$ cat src/rtl/gpio_port_pkg.sv
// Shared constants and types for the GPIO port register bank.
// Assumes a word-indexed register bus; indices are fixed here.
package gpio_port_pkg;
    localparam int ADDR_W = 4;

    localparam logic [ADDR_W-1:0] IDX_MODE   = 4'd0;
    localparam logic [ADDR_W-1:0] IDX_OTYPE  = 4'd1;
    localparam logic [ADDR_W-1:0] IDX_SPEED  = 4'd2;
    localparam logic [ADDR_W-1:0] IDX_PULL   = 4'd3;
    localparam logic [ADDR_W-1:0] IDX_IN     = 4'd4;
    localparam logic [ADDR_W-1:0] IDX_OUT    = 4'd5;
    localparam logic [ADDR_W-1:0] IDX_SETCLR = 4'd6;
    localparam logic [ADDR_W-1:0] IDX_LOCK   = 4'd7;
    localparam logic [ADDR_W-1:0] IDX_AF_LO  = 4'd8;
    localparam logic [ADDR_W-1:0] IDX_AF_HI  = 4'd9;

    typedef enum logic [1:0] {
        PM_INPUT  = 2'b00,
        PM_OUTPUT = 2'b01,
        PM_ALT    = 2'b10,
        PM_ANALOG = 2'b11
    } pin_mode_e;

    typedef enum logic [1:0] {
        LK_WAIT_SET1 = 2'd0,
        LK_WAIT_CLR  = 2'd1,
        LK_WAIT_SET2 = 2'd2,
        LK_ACTIVE    = 2'd3
    } lock_state_e;
endpackage

$ cat src/rtl/gpio_in_sync.sv
// Two-flop synchronizer for the pad input levels.
// Assumes each bit is sampled independently; no cross-bit coherence.
module gpio_in_sync #(
    parameter int W = 16
) (
    input  logic         clk,
    input  logic         rst_n,
    input  logic [W-1:0] async_in,
    output logic [W-1:0] sync_out
);
    logic [W-1:0] stage1_q;

    // Purpose: two register stages to settle metastable samples.
    always_ff @(posedge clk) begin
        if (!rst_n) begin
            stage1_q <= '0;
            sync_out <= '0;
        end else begin
            stage1_q <= async_in;
            sync_out <= stage1_q;
        end
    end
endmodule

$ cat src/rtl/gpio_lock_seq.sv
// Key-sequence tracker for the configuration lock.
// Expects writes carrying key=1, key=0, key=1 with one mask. Any other
// write returns it to the first step. Once active it holds until reset.
module gpio_lock_seq
    import gpio_port_pkg::*;
#(
    parameter int PINS = 16
) (
    input  logic            clk,
    input  logic            rst_n,
    input  logic            wr_en,
    input  logic            key,
    input  logic [PINS-1:0] mask,
    output logic            lock_on,
    output logic [PINS-1:0] lock_mask
);
    lock_state_e     state_q;
    logic [PINS-1:0] mask_q;

    // Purpose: advance the key sequence on each lock-register write.
    always_ff @(posedge clk) begin
        if (!rst_n) begin
            state_q <= LK_WAIT_SET1;
            mask_q  <= '0;
        end else if (wr_en) begin
            unique case (state_q)
                LK_WAIT_SET1: begin
                    if (key) begin
                        state_q <= LK_WAIT_CLR;
                        mask_q  <= mask;
                    end
                end
                LK_WAIT_CLR:
                    state_q <= (!key && mask == mask_q) ? LK_WAIT_SET2 : LK_WAIT_SET1;
                LK_WAIT_SET2:
                    state_q <= (key && mask == mask_q) ? LK_ACTIVE : LK_WAIT_SET1;
                LK_ACTIVE: state_q <= LK_ACTIVE;
            endcase
        end
    end

    // Purpose: expose the mask only once the lock has taken effect.
    always_comb begin
        lock_on   = (state_q == LK_ACTIVE);
        lock_mask = lock_on ? mask_q : '0;
    end
endmodule

$ cat src/rtl/gpio_pad_map.sv
// Per-pin translation of configuration into abstract pad controls.
// Assumes the pad applies pulls itself; analog mode simply disables drive.
module gpio_pad_map
    import gpio_port_pkg::*;
#(
    parameter int PINS = 16
) (
    input  logic [2*PINS-1:0] mode,
    input  logic [PINS-1:0]   otype,
    input  logic [2*PINS-1:0] pull,
    input  logic [4*PINS-1:0] af,
    input  logic [PINS-1:0]   out_data,
    input  logic [PINS-1:0]   alt_dout,
    output logic [PINS-1:0]   pad_oe,
    output logic [PINS-1:0]   pad_dout,
    output logic [PINS-1:0]   pad_od,
    output logic [PINS-1:0]   pad_pu,
    output logic [PINS-1:0]   pad_pd,
    output logic [4*PINS-1:0] pad_af_sel
);
    for (genvar i = 0; i < PINS; i++) begin : g_pin
        pin_mode_e pm;
        logic      drive_en;
        logic      src;

        // Purpose: derive drive enable, data and pull selects for one pin.
        always_comb begin
            pm          = pin_mode_e'(mode[2*i +: 2]);
            drive_en    = (pm == PM_OUTPUT) || (pm == PM_ALT);
            src         = (pm == PM_ALT) ? alt_dout[i] : out_data[i];
            pad_od[i]   = otype[i];
            pad_oe[i]   = drive_en && (!otype[i] || !src);
            pad_dout[i] = otype[i] ? 1'b0 : src;
            pad_pu[i]   = (pull[2*i +: 2] == 2'b01);
            pad_pd[i]   = (pull[2*i +: 2] == 2'b10);
        end
    end

    assign pad_af_sel = af;
endmodule

$ cat src/rtl/gpio_port_regs.sv
// GPIO port register bank: per-pin configuration, output data with
// atomic set/clear, synchronized input and a configuration lock.
// Assumes PINS = 16 so that set and clear halves fit one 32-bit word.
module gpio_port_regs
    import gpio_port_pkg::*;
#(
    parameter int PINS = 16
) (
    input  logic                clk,
    input  logic                rst_n,
    input  logic                bus_wr,
    input  logic [ADDR_W-1:0]   bus_addr,
    input  logic [31:0]         bus_wdata,
    output logic [31:0]         bus_rdata,
    input  logic [PINS-1:0]     pad_in,
    input  logic [PINS-1:0]     alt_dout,
    output logic [PINS-1:0]     pad_oe,
    output logic [PINS-1:0]     pad_dout,
    output logic [PINS-1:0]     pad_od,
    output logic [PINS-1:0]     pad_pu,
    output logic [PINS-1:0]     pad_pd,
    output logic [4*PINS-1:0]   pad_af_sel
);
    localparam int W2   = 2 * PINS;
    localparam int W4   = 4 * PINS;
    localparam int HALF = W4 / 2;

    logic [W2-1:0]   mode_q, speed_q, pull_q;
    logic [PINS-1:0] otype_q, out_q, in_sync;
    logic [W4-1:0]   af_q;
    logic            lock_on;
    logic [PINS-1:0] lock_mask;
    logic [W2-1:0]   keep2;
    logic [W4-1:0]   keep4;
    logic            we_mode, we_otype, we_speed, we_pull;
    logic            we_out, we_setclr, we_lock, we_aflo, we_afhi;

    // Purpose: decode one write strobe per register word.
    always_comb begin
        we_mode   = bus_wr && bus_addr == IDX_MODE;
        we_otype  = bus_wr && bus_addr == IDX_OTYPE;
        we_speed  = bus_wr && bus_addr == IDX_SPEED;
        we_pull   = bus_wr && bus_addr == IDX_PULL;
        we_out    = bus_wr && bus_addr == IDX_OUT;
        we_setclr = bus_wr && bus_addr == IDX_SETCLR;
        we_lock   = bus_wr && bus_addr == IDX_LOCK;
        we_aflo   = bus_wr && bus_addr == IDX_AF_LO;
        we_afhi   = bus_wr && bus_addr == IDX_AF_HI;
    end

    // Spread the per-pin lock mask across 2-bit and 4-bit fields.
    for (genvar i = 0; i < PINS; i++) begin : g_keep
        assign keep2[2*i +: 2] = {2{lock_mask[i]}};
        assign keep4[4*i +: 4] = {4{lock_mask[i]}};
    end

    // Purpose: configuration registers; locked fields keep their value.
    always_ff @(posedge clk) begin
        if (!rst_n) begin
            mode_q  <= '0;
            otype_q <= '0;
            speed_q <= '0;
            pull_q  <= '0;
            af_q    <= '0;
        end else begin
            if (we_mode)  mode_q  <= (bus_wdata[W2-1:0] & ~keep2) | (mode_q & keep2);
            if (we_otype) otype_q <= (bus_wdata[PINS-1:0] & ~lock_mask) | (otype_q & lock_mask);
            if (we_speed) speed_q <= (bus_wdata[W2-1:0] & ~keep2) | (speed_q & keep2);
            if (we_pull)  pull_q  <= (bus_wdata[W2-1:0] & ~keep2) | (pull_q & keep2);
            if (we_aflo)
                af_q[HALF-1:0] <= (bus_wdata[HALF-1:0] & ~keep4[HALF-1:0])
                                | (af_q[HALF-1:0] & keep4[HALF-1:0]);
            if (we_afhi)
                af_q[W4-1:HALF] <= (bus_wdata[HALF-1:0] & ~keep4[W4-1:HALF])
                                 | (af_q[W4-1:HALF] & keep4[W4-1:HALF]);
        end
    end

    // Purpose: output data, written whole or via set/clear (set wins).
    always_ff @(posedge clk) begin
        if (!rst_n)
            out_q <= '0;
        else if (we_out)
            out_q <= bus_wdata[PINS-1:0];
        else if (we_setclr)
            out_q <= (out_q & ~bus_wdata[2*PINS-1:PINS]) | bus_wdata[PINS-1:0];
    end

    // Purpose: combinational read mux; write-only and unused words read zero.
    always_comb begin
        bus_rdata = '0;
        unique case (bus_addr)
            IDX_MODE:  bus_rdata[W2-1:0]   = mode_q;
            IDX_OTYPE: bus_rdata[PINS-1:0] = otype_q;
            IDX_SPEED: bus_rdata[W2-1:0]   = speed_q;
            IDX_PULL:  bus_rdata[W2-1:0]   = pull_q;
            IDX_IN:    bus_rdata[PINS-1:0] = in_sync;
            IDX_OUT:   bus_rdata[PINS-1:0] = out_q;
            IDX_LOCK:  bus_rdata[PINS:0]   = {lock_on, lock_mask};
            IDX_AF_LO: bus_rdata[HALF-1:0] = af_q[HALF-1:0];
            IDX_AF_HI: bus_rdata[HALF-1:0] = af_q[W4-1:HALF];
            default:   bus_rdata = '0;
        endcase
    end

    gpio_in_sync #(.W(PINS)) i_in_sync (
        .clk      (clk),
        .rst_n    (rst_n),
        .async_in (pad_in),
        .sync_out (in_sync)
    );

    gpio_lock_seq #(.PINS(PINS)) i_lock_seq (
        .clk       (clk),
        .rst_n     (rst_n),
        .wr_en     (we_lock),
        .key       (bus_wdata[PINS]),
        .mask      (bus_wdata[PINS-1:0]),
        .lock_on   (lock_on),
        .lock_mask (lock_mask)
    );

    gpio_pad_map #(.PINS(PINS)) i_pad_map (
        .mode       (mode_q),
        .otype      (otype_q),
        .pull       (pull_q),
        .af         (af_q),
        .out_data   (out_q),
        .alt_dout   (alt_dout),
        .pad_oe     (pad_oe),
        .pad_dout   (pad_dout),
        .pad_od     (pad_od),
        .pad_pu     (pad_pu),
        .pad_pd     (pad_pd),
        .pad_af_sel (pad_af_sel)
    );
endmodule

$ cat config.mk
export PLATFORM = sky130hd
export DESIGN_NAME = gpio_port_regs
export DESIGN_NICKNAME = d
export VERILOG_FILES = /design/src/rtl/gpio_port_pkg.sv /design/src/rtl/gpio_in_sync.sv /design/src/rtl/gpio_lock_seq.sv /design/src/rtl/gpio_pad_map.sv /design/src/rtl/gpio_port_regs.sv
export SDC_FILE = /design/constraint.sdc
export NUM_CORES = 1
export LEC_CHECK = 0
export BUFFER_PORTS_ARGS = -buffer_cell sky130_fd_sc_hd__clkbuf_2
export CORE_UTILIZATION = 35
export DETAILED_ROUTE_END_ITERATION = 10
export GPL_ROUTABILITY_DRIVEN = 0
export PLACE_DENSITY = 0.62
export SLEW_MARGIN = 20
export SYNTH_ARGS = -nofsm -noshare
export SYNTH_HDL_FRONTEND = slang
export SYNTH_SLANG_ARGS = --single-unit
$ cat constraint.sdc
create_clock -name clk -period 1.96 [get_ports clk]
set_clock_uncertainty 0.05 [all_clocks]
set_input_delay 0.392 -clock clk [delete_from_list [all_inputs] [get_ports clk]]
set_output_delay 0.392 -clock clk [all_outputs]
set_load 0.02 [all_outputs]
Word level (Yosys, flattened, before mapping)
Index checks and enable logic that the tools add are counted.
- bitwise operators: 23
- equal/unequal tests: 78
- muxes and demuxes: 42
- reductions and logical operators: 97
- operators by type and width (cell ; count):
    $and A32 B32 Y32 ; 8
    $or A32 B32 Y32 ; 5
    $pmux W16 S9 ; 1
    $not A32 Y32 ; 3
    $pmux W15 S5 ; 1
    $eq A2 B2 Y1 const B ; 34
    $eq A2 B1 Y1 const B ; 33
    $and A16 B16 Y16 ; 3
    $mux W16 ; 3
    $logic_not A1 Y1 ; 33
    $logic_or A1 B1 Y1 ; 32
    $mux W1 ; 32
    $not A16 Y16 ; 2
    $or A16 B16 Y16 ; 2
    $logic_and A1 B1 Y1 ; 27
    $eq A16 B16 Y1 ; 1
    $eq A4 B3 Y1 const B ; 4
    $eq A4 B2 Y1 const B ; 2
    $eq A4 B4 Y1 const B ; 2
    $pmux W2 S4 ; 1
    $mux W2 ; 3
    $pmux W1 S6 ; 1
    $eq A4 B1 Y1 const B ; 1
    $logic_not A4 Y1 ; 1
    5 further kinds ; 5
- input port bits: 71
- logic and storage cells: 251
- register bits: 242
- output and inout bits: 176

Longest topological paths before layout
Gate-level depths: netlist of the first run.
- depth after elaboration: 5
- mapped depth: 7
- depth with buffers taken out: 5

Modules after synthesis
From an unflattened synthesis of the first run, not the netlist that was laid out.
- cell total of the unflattened synthesis: 1428
- area total of the unflattened synthesis: 13324.0 sq um
- by module, submodules not included (module ; times used ; area an instance (sq um) ; seq. area each (sq um) ; cells each):
    gpio_port_regs ; 1 ; 9743.1 ; 3843.7 ; 1043
    gpio_pad_map ; 1 ; 1651.6 ; 0.0 ; 193
    gpio_lock_seq ; 1 ; 1033.5 ; 360.3 ; 125
    gpio_in_sync ; 1 ; 895.9 ; 640.6 ; 67

Worst setup path after synthesis of the first run
Ideal clock, no wire load.
- path kind: input to output
- start point: input port bus_addr[0]
- end point: output port bus_rdata[6]
- data arrival time: 1768 ps
- slack: -250 ps
- stages: 7
- cells stage by stage: buf_4 > buf_2 > buf_2 > mux2i_1 > o22ai_1 > a221oi_1 > o211ai_1
- word-level cells in the longest chain between the ends: 2
- RTL lines (item ; RTL line ; source):
    start, declared ; gpio_port_regs.sv:12 ; input logic [ADDR_W-1:0] bus_addr,
    $eq A4 B4 Y1, or another cell as far along ; gpio_port_regs.sv:92 ; unique case (bus_addr)
    $pmux W16 S9 (*) ; gpio_port_regs.sv:92 ;
    end, declared ; gpio_port_regs.sv:14 ; output logic [31:0] bus_rdata,
Every way passes the cells marked *; elsewhere a longest branch is shown, timed or not.

Final worst setup path of the first run
- start point: register i_in_sync.sync_out[10]
- end point: output port bus_rdata[10]
- word-level cells in the longest chain between the ends: 1
- RTL lines (item ; RTL line ; source):
    start, declared ; gpio_in_sync.sv:9 ; output logic [W-1:0] sync_out
    start signal, assigned ; gpio_in_sync.sv:20 ; sync_out <= stage1_q;
    $pmux W16 S9 ; gpio_port_regs.sv:92 ;
No other way between the ends.

==> results of run 1 <==
[worst max-delay path, cell delays in order (launching register included)]
cell	delay, ps
dfxtp_2	340
mux4_2	500
a221oi_2	250
buf_4	160
nand2_4	60
buf_8	130
[what timing repair did]
action / CTS / global route
setup buffers: 40 / 16
gates resized for setup: 299 / 149
pin swaps: 65 / 28
setup endpoints to repair: 76 / 64
cloned: 5 / 1
hold endpoints to repair: 10 / 0
hold buffers: 10 / 0
[cell usage after synthesis (18+ instances only)]
| cell | count |
|---|---|
| a21oi_1 | 38 |
| nor2b_1 | 54 |
| dfxtp_1 | 242 |
| xor2_1 | 18 |
| nand2_1 | 38 |
| and2_1 | 32 |
| nor2_1 | 220 |
| o21ai_0 | 20 |
| nand3_1 | 87 |
| mux2i_1 | 240 |
| buf_2 | 22 |
| clkbuf_1 | 60 |
[cell usage in the layout (no fill, tap or decap), drive strengths merged, types with 9 or more instances in the layout]
cell	synthesis	routed
nor2b	54	54
nand3	97	97
a21oi	38	38
o22ai	15	15
dfxtp	242	242
o211ai	12	12
a221o	15	15
a221oi	9	9
dlygate4sd3	0	10
o21ai	36	36
xor2	18	18
clkbuf	60	251
nor2	220	220
mux2i	240	240
buf	37	231
ha	16	16
clkinv	0	10
nand2	38	38
inv	18	18
a22oi	11	11
and2	32	32
mux2	15	15
[power groups by stage]
| stage | registers [mW] | clock network (mW) | logic [mW] |
|---|---|---|---|
| after detailed placement | 5.19 | 0 | 1.06 |
| after CTS | 5.07 | 5.01 | 1.22 |
| final | 5.08 | 4.96 | 1.30 |
| after global routing | 5.08 | 5.24 | 1.36 |
| after floorplan | 5.18 | 0 | 0.567 |
| after global placement | 5.19 | 0 | 1.05 |
[layout make-up]
type	instances	area (µm²)	share of cell area, %
clock inverters	12	68.82	0.3963
clock buffers	39	803.3	4.625
repair buffers	454	3654	21.04
flip-flops and latches	242	4942	28.46
multi-input cells	916	7268	41.85
inverters	18	77.57	0.4467
well taps	442	553.0	3.184
[layer usage]
layer	wire (µm)	GRT usage (%)
met5	0	0
met4	1506	9.400
met3	3558	4.959
met2	20870	41.50
met1	19300	33.94
[metrics by stage]
step,power [mW],util (%)
5_1_grt,11.68,53.24
6_report,11.34,53.24
3_5_place_dp,6.249,43.64
3_3_place_gp,6.236,43.64
2_1_floorplan,5.746,-
4_1_cts,11.30,51.48
[path summary, 6_finish.rpt]
| path | slack (ps) | cells past startpoint | end |
|---|---|---|---|
| setup / recovery | -470 | 5 | bus_rdata[10] |
| hold / removal | 5 | 2 | i_in_sync.stage1_q[3]$_SDFF_PN0_ |
| setup reg to reg | 110 | 5 | i_lock_seq.state_q[1]$_SDFFE_PN0P_ |
| hold reg to reg | 380 | 1 | i_in_sync.sync_out[14]$_SDFF_PN0_ |
[logic make-up (layout without fill, tap and decap cells)]
family	count (synthesis)	count (layout)
AO/OA/AOI/OAI	149	149
XOR/XNOR	18	18
adder cells (fa/ha/maj)	16	16
buffers and inverters	115	523
flip-flops	242	242
multiplexers	256	256
AND/OR/NAND/NOR	477	477
==> results.md, run 1 <==
- Top FF cell, synth: dfxtp_1
- Fin Hold WS: between 4 and 5 ps
- Starting DRT DRC Count: 929
- Via Count: approximately 11,000
- Syn_area_per_cell: 9.129 µm²
- Max-Cap Viols: 0
- CP Class: reg -> out
- Final setup fails: 64
- Largest family of logic cells by synthesized area: multiplexers
- Core ar.: 0.03262 mm²
- Final WS setup: -468.8 ps
- WP data arrival: 1990 ps
- Xor/xnor cell area share of the yosys netlist: 1.357%
- Area Overhead vs Synth: 49.44%
- Final Hold Vio Count: 0
- Sequential fraction of design power: 44.8%
- Slew Limit Fails: 0
- RSZ-0062 raised after global routing: yes
- Hold path start: pad_in[3]
- Synth top area share: 41.69%
- Distinct cells, synth: 50
- Clock network power share: about 44%
- DIE WIDTH: about 180 µm
- Clock Pin Slew Worst Setup and Hold Paths: 60 ps
- Post-synthesis mux area share: 22.32%
- Violated checks: negative setup slack
- Post-Synth Adder-Cell Area: 1.723%
- Layout fillers: 2,880
- First-pass GRT wire length: 66,180 µm
- Rel. slew slack: between 60 and 70%
- Non-Filler Instances: 2,123
- Total Wirelength: 45,240 µm
- DR WL/cell: 21.31 µm
- Initial Util: 35.63%
- Die H: between 150 and 200 µm
- Worst IR Drop VDD: about 0.57 mV
- Dpl hpwl: 32,460 µm
- Worst hold path class: in -> reg
- Final period utilization: 123.9%
- Critical path capture point type: primary output
- Asr flop ratio synth: 0%
- Biggest area consumer among synthesized cells: dfxtp_1
- Largest fanout on the critical path: 1
- Post-route DRC: 0
- Syn Inst Count: 1,273
- Max Fclk: 411.7 MHz
- Worst setup path startpoint: i_in_sync.sync_out[10]$_SDFF_PN0_
- Post-synth EDFFs: 0
- Final antenna-violating net count: 0
- Synth area leaders: dfxtp_1 (42%), mux2i_1 (21%), nor2_1 (7.1%)
- Ys Warns: 0
- DP Worst Slack: -358.8 ps
- Reg2reg start: i_lock_seq.mask_q[0]$_SDFFE_PN0P_
- Post-Syn Nets: 1,360
- Pwr dens: 652.9 mW/mm²
- Pint: 8.415 mW
- Clk buf depth: 3
- IO Count: 247
- Worst-Skew Late Latency: 550 ps
- Full die area: 0.03394 mm²
- Run status: finished with violations
- Worst EP required: 1520 ps
- Total global-route track usage: between 20% and 30%
- Initial antenna violation count: 0
- Simple logic cell fraction of the synthesized area: approximately a fifth
- Mapped cell area: 0.01162 mm²
- Via density: around 5.3
- H-tree depth: 1
- TritonRoute pass-1 iters: 5
- IO Port Bufs: 246
- CP Launch Type: flip-flop
- ANT cells: 0
- Minimum clock period: 2429 ps
- Sink Count: approximately 240
- Final Cell Area: 0.01737 mm²
- Row cnt: 66
- Fraction of the mapped netlist area in compound gates: 8.366%
- Largest net degree at the start of global routing: 54
- Share of cells above drive strength 1: a little over two fifths
- Final nets: 1,747
- CTS buffer count: 28
- Comb pwr share: 11.4%
- Placed inst area: 0.01423 mm²
- Inst Count DP: 2,003
- Synthesized flop and latch total: 242
- Register area share after synthesis: 41.69%
- P_sw: 2.923 mW
- Root Buffer: clkbuf_16
- Worst Max-Slew Pin Slew: 497.3 ps
- Leak: 8.487 nW
- TNS Setup: -12,530 ps
- Switching share of power: 25.78%
- Vias in the first global route: 10,780
- Grt ovf: 0
- CTS tree: built
(Power assumes the default switching activity.)
==> run 2, diff against run 1 <==
--- a/config.mk
+++ b/config.mk
@@ -5,12 +5,13 @@
 export SDC_FILE = /design/constraint.sdc
 export NUM_CORES = 1
 export LEC_CHECK = 0
-export BUFFER_PORTS_ARGS = -buffer_cell sky130_fd_sc_hd__clkbuf_2
 export CORE_UTILIZATION = 35
 export DETAILED_ROUTE_END_ITERATION = 10
+export DONT_BUFFER_PORTS = 1
 export GPL_ROUTABILITY_DRIVEN = 0
-export PLACE_DENSITY = 0.62
+export PLACE_DENSITY = 0.56
 export SLEW_MARGIN = 20
 export SYNTH_ARGS = -nofsm -noshare
 export SYNTH_HDL_FRONTEND = slang
 export SYNTH_SLANG_ARGS = --single-unit
+export TNS_END_PERCENT = 5
==> run 2 against run 1 <==
Against the previous run:
- the flow still finishes with violations (negative setup slack)
- non-clock buffer count shrank 262
- register-to-register slack gained 140 ps
- critical path depth shrank 1
- via count shrank 9.5%
- wire length shrank 2.8%
- power grew 2.3%
- clock-buffer cell count grew 1
- maximum frequency grew 3.1%
- final area shrank 13%
- flip-flop and latch count is the same
- largest cell class unchanged
==> results.md, run 2 (synthesized netlist as in run 1, its figures left out) <==
- Run status: finished with violations (unchanged)
- Violated checks: negative setup slack (unchanged)
- Critical path destination: bus_rdata[10] (unchanged)
- Comb pwr share: 7.6% (was 11.4%)
- Switching share of power: 23.84% (was 25.78%)
- Metal3 WL: 4213 µm (was 3558 µm)
- Die H: 184.2 µm (unchanged)
- TNS Setup: -8550 ps (was -12,530 ps)
- Final Hold Vio Count: 0 (unchanged)
- DR top layer: met4 (unchanged)
- CP Class: reg -> out (unchanged)
- RSZ-0062 raised after global routing: yes (unchanged)
- Slew Limit Fails: 0 (unchanged)
- Final setup fails: 53 (was 64)
- Final antenna-violating net count: 0 (unchanged)
- DR WL/cell: 23.59 µm (was 21.31 µm)
- Sequential fraction of design power: 44.0% (was 44.8%)
- Dpl hpwl: 30,400 µm (was 32,460 µm)
- Most common cell after layout, fill and taps aside: mux2i_1 (unchanged)
- Worst-Skew Late Latency: 560 ps (was 550 ps)
- Inst Count DP: 1,750 (was 2,003)
- WL met2: 19,780 µm (was 20,870 µm)
- CTS tree: built (unchanged)
- Grt ovf: 0 (unchanged)
- Row cnt: 66 (unchanged)
- Sink Count: 242 (unchanged)
- Pwr dens: 770.8 mW/mm² (was 652.9 mW/mm²)
- Critical path, cell by cell: mux4_2 -> a221oi_2 -> nand2_1 -> buf_6 (was mux4_2 -> a221oi_2 -> buf_4 -> nand2_4 -> buf_8)
- Via density: 5.492 (was 5.325)
- Max-Cap Viols: 0 (unchanged)
- Initial antenna violation count: 3 (was 0)
- First-pass GRT wire length: 63,540 µm (was 66,180 µm)
- Vias in the first global route: 9,896 (was 10,780)
- Worst hold path class: in -> reg (unchanged)
- WL met1: 18,620 µm (was 19,300 µm)
- CP Launch Type: flip-flop (unchanged)
- Final period utilization: 120.3% (was 123.9%)
- Reg2reg start: i_lock_seq.state_q[0]$_SDFFE_PN0P_ (was i_lock_seq.mask_q[0]$_SDFFE_PN0P_)
- DP Worst Slack: -58.50 ps (was -358.8 ps)
- Max Fclk: 424.3 MHz (was 411.7 MHz)
- IO Port Bufs: 0 (was 246)
- Clock network power share: 48.4% (was 43.8%)
- Full die area: 0.03394 mm² (unchanged)
- P_sw: 2.766 mW (was 2.923 mW)
- Slowest stage cell on the critical path: mux4_2 (unchanged)
- Non-Filler Instances: 1,863 (was 2,123)
- Worst EP required: 1520 ps (about the same)
- Pint: 8.834 mW (was 8.415 mW)
- H-tree depth: 1 (unchanged)
- Post-route DRC: 0 (unchanged)
- Clock Pin Slew Worst Setup and Hold Paths: 60 ps (about the same)
- Critical path capture point type: primary output (unchanged)
- Largest stage delay, worst path: 470 ps (was 500 ps)
- Rel. slew slack: 40.99% (was 66.54%)
- Starting DRT DRC Count: 724 (was 929)
- Minimum clock period: 2357 ps (was 2429 ps)
- Area Overhead vs Synth: 29.49% (was 49.44%)
- Final Util: 46.13% (was 53.24%)
- Worst Max-Slew Pin Slew: 885.1 ps (was 497.3 ps)
- Reg2Reg Depth: 6 (was 5)
- Via Count: 10,230 (was 11,310)
- IO Count: 247 (unchanged)
- Worst IR Drop VDD: 0.5808 mV (was 0.5691 mV)
- Core ar.: 0.03262 mm² (unchanged)
- Largest net degree at the start of global routing: 68 (was 54)
- Share of cells above drive strength 1: 25.23% (was 42.42%)
- WP data arrival: 1910 ps (was 1990 ps)
- Initial Util: 35.63% (unchanged)
- Hold Path Stages: 3 (was 2)
- Leak: 6.980 nW (was 8.487 nW)
- Largest fanout on the critical path: 3 (was 1)
- CTS buffer count: 28 (unchanged)
- Final WS setup: -396.9 ps (was -468.8 ps)
- Total global-route track usage: 25.16% (was 25.71%)
- Clk buf depth: 3 (unchanged)
- Total Wirelength: 43,950 µm (was 45,240 µm)
- Register-to-register setup slack: 250 ps (was 110 ps)
- Final nets: 1,485 (was 1,747)
- TritonRoute pass-1 iters: 4 (was 5)
- Pwr Total: 11.60 mW (was 11.34 mW)
- Root Buffer: clkbuf_16 (unchanged)
- Commonest non-fill, non-tap cells in the layout: mux2i_1 (223), nor2_1 (218), dfxtp_1 (187) (was mux2i_1 (227), nor2_1 (217), dfxtp_1 (190))
- Hold path start: bus_wr (was pad_in[3])
- Reg2reg end: i_lock_seq.mask_q[13]$_SDFFE_PN0P_ (was i_lock_seq.state_q[1]$_SDFFE_PN0P_)
- DIE WIDTH: 184.2 µm (unchanged)
## run 2: cell types whose count changed in the layout (fill, tap and decap cells not counted), moves of 11 or more
cell,previous run,this run
clkbuf_2,186,0
buf_4,165,114
dlygate4sd3_1,10,48
clkbuf_8,26,8
buf_6,28,14
dfxtp_2,39,52
buf_8,13,1
ha_1,0,12
ha_4,16,4
mux2_2,0,12
mux2_4,15,3
inv_1,0,11
## run 2: routing by layer
metal,track usage (%),vias up
met5,0,-
met4,8.700,0
met3,6.659,70
met2,39.74,487
met1,32.99,4967
li1,-,4707
## run 2: power groups by stage
stage                     combinational [mW]  sequential [mW]  clock, mW
after floorplan                        0.555             5.18          0
after global placement                 0.666             5.21          0
after detailed placement               0.668             5.21          0
after CTS                              0.846             5.10       5.68
after global routing                   0.932             5.11       5.91
final                                  0.879             5.10       5.62
## run 2: through the flow
stage	area (µm²)	hold slack, ps
finish	15050	43.05
global placement	12930	369.2
detailed placement	12930	369.9
global route	15040	42.91
CTS	14680	23.41
floorplan	11670	361.8
## run 2: how the worst min path moves through the flow
stage	slack [ps]	to
final	40	flip-flop
after floorplan	360	i_in_sync.sync_out[0]$_SDFF_PN0_
after global routing	40	flip-flop
after CTS	20	flip-flop
after global placement	370	i_in_sync.sync_out[3]$_SDFF_PN0_
after detailed placement	370	i_in_sync.sync_out[13]$_SDFF_PN0_
## run 2: worst max-delay path, delay by kind of cell (launching register included)
family | cells | cell delay (ps)
muxes | 1 | 470
DFF | 1 | 360
buffers and inverters | 1 | 160
AOI/OAI and AO/OA | 1 | 220
and+or+nand+nor | 1 | 150
## run 2: repair_timing
item	CTS	global route
endpoints found under the setup margin	63	65
gates resized for setup	88	81
hold buffers	49	0
pin swaps	11	14
cloned	0	2
setup buffers	2	7
endpoints found under the hold margin	241	0
## run 2: final cells by class
cell class | instances | area, µm²
diodes | 2 | 5.005
clock buffers | 40 | 825.8
clock inverters | 11 | 171.4
fillers | 3076 | 17570
inverters | 18 | 75.07
multi-input cells | 916 | 6723
flip-flops and latches | 242 | 4921
well taps | 442 | 553.0
repair buffers | 192 | 1774
